$ cat config.mk
export PLATFORM = sky130hd
export DESIGN_NAME = hb_host_port
export DESIGN_NICKNAME = d
export VERILOG_FILES = /design/src/rtl/hb_pkg.sv /design/src/rtl/hb_strobe_edge.sv /design/src/rtl/hb_busy_timer.sv /design/src/rtl/hb_host_port.sv
export SDC_FILE = /design/constraint.sdc
export NUM_CORES = 1
export LEC_CHECK = 0
export ABC_AREA = 1
export BUFFER_PORTS_ARGS = -buffer_cell sky130_fd_sc_hd__buf_2
export CAP_MARGIN = 20
export CORE_ASPECT_RATIO = 0.75
export CORE_MARGIN = 4
export CORE_UTILIZATION = 49
export DETAILED_ROUTE_END_ITERATION = 6
export GPL_ROUTABILITY_DRIVEN = 1
export GPL_TIMING_DRIVEN = 0
export HOLD_SLACK_MARGIN = 0.15
export PLACE_DENSITY = 0.86
export SYNTH_ARGS = -nofsm -noshare
export SYNTH_HDL_FRONTEND = slang
export SYNTH_HIERARCHICAL = 1
export SYNTH_SLANG_ARGS = --single-unit
$ cat constraint.sdc
create_clock -name clk -period 2 [get_ports clk]
set_input_delay 0 -clock clk [delete_from_list [all_inputs] [get_ports clk]]
set_output_delay 0 -clock clk [all_outputs]
set_load 0.01 [all_outputs]
$ cat src/rtl/hb_pkg.sv
package hb_pkg;

    typedef enum logic [1:0] {
        HB_IDLE    = 2'd0,
        HB_COMMIT  = 2'd1,
        HB_FETCH   = 2'd2,
        HB_CAPTURE = 2'd3
    } hb_phase_e;

    localparam int HB_STB_WR = 0;
    localparam int HB_STB_RD = 1;
    localparam int HB_STB_N  = 2;

endpackage

$ cat src/rtl/hb_strobe_edge.sv
module hb_strobe_edge #(
    parameter int N = 2
) (
    input  logic         clk,
    input  logic         rst_n,
    input  logic [N-1:0] strobe_n,
    output logic [N-1:0] rise
);
    logic [N-1:0] lvl_d, lvl_q;

    always_comb begin
        lvl_d = strobe_n;
    end

    always_ff @(posedge clk or negedge rst_n) begin
        if (!rst_n) lvl_q <= '1;
        else        lvl_q <= lvl_d;
    end

    // A strobe counts as released when it is high now and was low last cycle.
    for (genvar g = 0; g < N; g++) begin : g_rise
        assign rise[g] = strobe_n[g] & ~lvl_q[g];
    end
endmodule

$ cat src/rtl/hb_busy_timer.sv
module hb_busy_timer #(
    parameter int HOLD = 2
) (
    input  logic clk,
    input  logic rst_n,
    input  logic start,
    output logic busy
);
    localparam int CW = $clog2(HOLD + 1);

    logic [CW-1:0] cnt_d, cnt_q;

    always_comb begin
        cnt_d = cnt_q;
        if (start)
            cnt_d = CW'(HOLD);
        else if (cnt_q != '0)
            cnt_d = cnt_q - CW'(1);
    end

    always_ff @(posedge clk or negedge rst_n) begin
        if (!rst_n) cnt_q <= '0;
        else        cnt_q <= cnt_d;
    end

    assign busy = (cnt_q != '0);
endmodule

$ cat src/rtl/hb_host_port.sv
module hb_host_port
    import hb_pkg::*;
#(
    parameter int DATA_W   = 8,
    parameter int ADDR_W   = 6,
    parameter int BUSY_CYC = 2
) (
    input  logic              clk,
    input  logic              rst_n,
    input  logic              cs_a_n,
    input  logic              cs_b,
    input  logic              dc,
    input  logic              rd_n,
    input  logic              wr_n,
    input  logic [DATA_W-1:0] db_in,
    output logic [DATA_W-1:0] db_out,
    output logic              db_oe,
    output logic              busy,
    output logic [ADDR_W-1:0] ram_addr,
    output logic              ram_we,
    output logic [DATA_W-1:0] ram_wdata,
    output logic              ram_re,
    input  logic [DATA_W-1:0] ram_rdata
);
    localparam int FLAG_BIT = DATA_W - 1;

    typedef struct packed {
        hb_phase_e         phase;
        logic [DATA_W-1:0] holder;
        logic [ADDR_W-1:0] addr;
    } hb_regs_t;

    hb_regs_t r_d, r_q;

    logic                selected;
    logic [HB_STB_N-1:0] stb_n;
    logic [HB_STB_N-1:0] stb_rise;
    logic                take_ok;
    logic                wr_take;
    logic                rd_take;

    assign selected = ~cs_a_n & cs_b;

    always_comb begin
        stb_n            = '1;
        stb_n[HB_STB_WR] = wr_n;
        stb_n[HB_STB_RD] = rd_n;
    end

    hb_strobe_edge #(.N(HB_STB_N)) edge_i (
        .clk      (clk),
        .rst_n    (rst_n),
        .strobe_n (stb_n),
        .rise     (stb_rise)
    );

    assign take_ok = selected & (r_q.phase == HB_IDLE) & ~busy;
    assign wr_take = take_ok & stb_rise[HB_STB_WR];
    assign rd_take = take_ok & stb_rise[HB_STB_RD] & dc;

    hb_busy_timer #(.HOLD(BUSY_CYC)) busy_i (
        .clk   (clk),
        .rst_n (rst_n),
        .start (wr_take),
        .busy  (busy)
    );

    always_comb begin
        r_d = r_q;
        unique case (r_q.phase)
            HB_IDLE: begin
                if (wr_take) begin
                    if (dc) begin
                        r_d.holder = db_in;
                        r_d.phase  = HB_COMMIT;
                    end else if (db_in[FLAG_BIT]) begin
                        r_d.addr = db_in[ADDR_W-1:0];
                    end
                end else if (rd_take) begin
                    r_d.phase = HB_FETCH;
                end
            end
            HB_COMMIT: begin
                r_d.addr  = r_q.addr + ADDR_W'(1);
                r_d.phase = HB_IDLE;
            end
            HB_FETCH: begin
                r_d.phase = HB_CAPTURE;
            end
            HB_CAPTURE: begin
                r_d.holder = ram_rdata;
                r_d.addr   = r_q.addr + ADDR_W'(1);
                r_d.phase  = HB_IDLE;
            end
            default: r_d.phase = HB_IDLE;
        endcase
    end

    always_ff @(posedge clk or negedge rst_n) begin
        if (!rst_n) begin
            r_q.phase  <= HB_IDLE;
            r_q.holder <= '0;
            r_q.addr   <= '0;
        end else begin
            r_q <= r_d;
        end
    end

    logic [DATA_W-1:0] status_byte;
    always_comb begin
        status_byte           = '0;
        status_byte[FLAG_BIT] = busy;
    end

    assign db_oe     = selected & ~rd_n;
    assign db_out    = dc ? r_q.holder : status_byte;
    assign ram_addr  = r_q.addr;
    assign ram_we    = (r_q.phase == HB_COMMIT);
    assign ram_re    = (r_q.phase == HB_FETCH);
    assign ram_wdata = r_q.holder;
endmodule

==> qor.csv <==
metric,value,unit
yosys_register_bits,20,
status,completed,
reg2reg_depth,5,
crit_chain,buf_6 > nand2_2 > mux2i_1 > dlygate4sd3_1 > o21ai_2,
hold_violations,0,
grt_max_degree,21,
cpPeakStageDelay,590,ps
start_util,51.52,%
final_antenna_net_count,0,
syn_avg_cell_area,7.824,µm²
wl_per_cell,12.01,µm
synth_seq_area_share,36.95,%
crit_path_max_fanout,10,
io_buffer_count,47,
grt_pass1_wl,5609,µm
yosysWarnings,6,
synth_edf_count,0,
vias,1359,
min_from,cs_a_n,
cts-root-buf,clkbuf_8,
nNetsFinal,275,
clk_path_buf_depth,2,
crit_slowest_cell,dlygate4sd3_1,
place.gp.congestion,0.8247,
ctsHtreeMaxLevel,1,
hold_depth,6,
crit_required,2160,ps
tightestPinTransition,446.7,ps
r2r-end,ram_wdata[5],
crit_buf_inv,2,
period_share,89.59,%
path_class,flip-flop to flip-flop,
timing.reg2reg.setup_slack,210,ps
cts_setup_buffers,0,
crit_family,buffers and inverters,
hold_class,input pin to flip-flop,
layout-drive-gt1-share,39.76,%
antenna_found_initial,0,
core_area,2643,µm²
clock_power_share,14.7,%
clkLatencyLatePin,260,ps
syn_to_final_growth,42.28,%
vias_per_cell,4.768,
maxSlewHeadroom,70.22,%
antennaDiodeCount,0,
slew_violations,0,
rows,16,
finalWorstSetupSlack,208.1,ps
cts_buffers,3,
final_common_cell,nand2_1,
die_x,68.86,µm
synthArstFlopShare,100.0,%
drt-total-wl,3424,µm
leakage,1.168,nW
post-route-drc-count,0,
cts_sinks,20,
fp.dieH,53.65,µm
drt_iter0_markers,73,
hpwlAfterDp,2291,µm
first_global_vias,1304,
syn_nets,199,
fin_setup_tns,0,ps
ir_drop,0.7872,mV
p_comb_share,50.1,%
ios,49,
fill_cells,212,
switching_share,38.83,%
syn_area,1361,µm²
min_period,1792,ps
seqCellArea,503.0,µm²
rsz0062_at_grt,no,
multi_input_area,631.9,µm²
holdPathEnd,r_q[15],
ys.flop_type,dfrtp_1,
cap_violations,0,
worstPathArrival,1950,ps
fmax,0.5581,GHz
firstDrtPassIters,4,
cp-start-kind,flip-flop,
cts_tree,yes,
endpoint_kind,flip-flop,
post-place-ws,332.9,ps
die-area,3694,µm²
net-switching-power,0.8259,mW
path_clk_slew,80,ps
p_per_area,1098,nW/µm²
worstReg2RegStart,r_q[14],
synth_cell_types,28,
final_cell_mix,"55 x nand2_1, 48 x buf_2, 24 x dlygate4sd3_1, 19 x inv_1, 18 x dfrtp_1",
grt-ovfl-total,0,
finClkSkew,5.015,ps
seq_power_share,35.2,%
synthCells,174,
p_int,1.301,mW
grt_usage,20.66,%
setup_viol,0,
## final cells by class
type,count,share of cell area (%)
inverters,25,4.845
clock buffers,4,2.842
flip-flops and latches,20,25.97
repair buffers,71,24.55
plain buffers,17,6.848
well taps,36,2.326
multi-input cells,112,32.62
## per-layer routing
metal	vias up	global-route usage (%)	part of all wire (%)
li1	676	-	-
met1	634	23.70	42
met2	47	38.77	50
met3	2	4.802	7.3
met4	0	4.854	0.50
met5	-	0	0
## synth_stat cells, types with 2 or more instances
cell type | instances | area share, %
nand3_2 | 2 | 1.5
dfstp_2 | 2 | 3.9
nand2_4 | 2 | 1.7
mux2i_1 | 7 | 5.1
inv_1 | 19 | 5.2
buf_4 | 14 | 7.7
ha_1 | 2 | 1.8
buf_6 | 2 | 1.7
o21ai_0 | 3 | 1.1
o21ai_2 | 8 | 5.1
nor2_2 | 3 | 1.4
o21bai_1 | 2 | 1.1
nor2_1 | 6 | 1.7
inv_2 | 5 | 1.4
nand2_1 | 55 | 15
nand3_1 | 9 | 3.3
dfrtp_1 | 18 | 33
nand2_2 | 5 | 2.3
## power groups by stage
stage,combinational (mW),sequential (mW),clock [mW]
after global routing,1.20,0.774,0.338
after global placement,0.990,0.742,0
final,1.07,0.750,0.312
after floorplan,0.741,0.706,0
after CTS,1.06,0.745,0.315
after detailed placement,1.02,0.752,0
## flip-flops by register name (all words and copies together), names as in the netlist
| signal | flops |
|---|---|
| ram_wdata | 8 |
| r_q | 2 |
| edge_i/lvl_q | 2 |
| busy_i/cnt_q | 2 |
| ram_addr | 6 |
## stage by stage
stage	std cells	hold WS [ps]	utilization, %	instance area (µm²)	total power [mW]
after detailed placement	257	-29.03	62.12	1642	1.775
final	285	183.7	73.30	1937	2.127
after global placement	257	-28.59	62.12	1642	1.732
after CTS	285	188.6	73.30	1937	2.123
after floorplan	174	-295.6	-	1361	1.447
after global routing	285	221.4	73.30	1937	2.308
## worst reg2reg max path: cells and delay by family, from the launching register on
kind	cells	cell delay [ps]
flops	1	380
compound gates	1	70
buf+inv	2	730
simple gates	1	280
mux	1	240
## how the worst max path moves through the flow
stage	startpoint	endpoint	slack, ps	depth (start not counted)
after global placement	busy_i/cnt_q[0]	ram_wdata[6]	410	10
after detailed placement	busy_i/cnt_q[0]	ram_wdata[6]	330	10
final	r_q[14]	ram_wdata[5]	210	5
after floorplan	busy_i/cnt_q[0]	ram_wdata[0]	510	10
after global routing	r_q[14]	ram_wdata[5]	110	5
after CTS	r_q[14]	ram_wdata[6]	250	5
## what timing repair did
action / in CTS / in global routing
hold endpoints to repair: 36 / 0
setup endpoints to repair: 0 / 0
hold buffers: 24 / 0
resized for setup: 0 / 0
## cells by family after synthesis
family          Yosys count  share of synthesized area [%]
buf+inv                  42                          16.64
flops                    20                          36.95
mux                       7                          5.147
simple gates             87                          30.61
fa+ha+maj                 2                          1.838
compound gates           16                          8.823
Note: power is estimated with default switching activity, not from simulation.
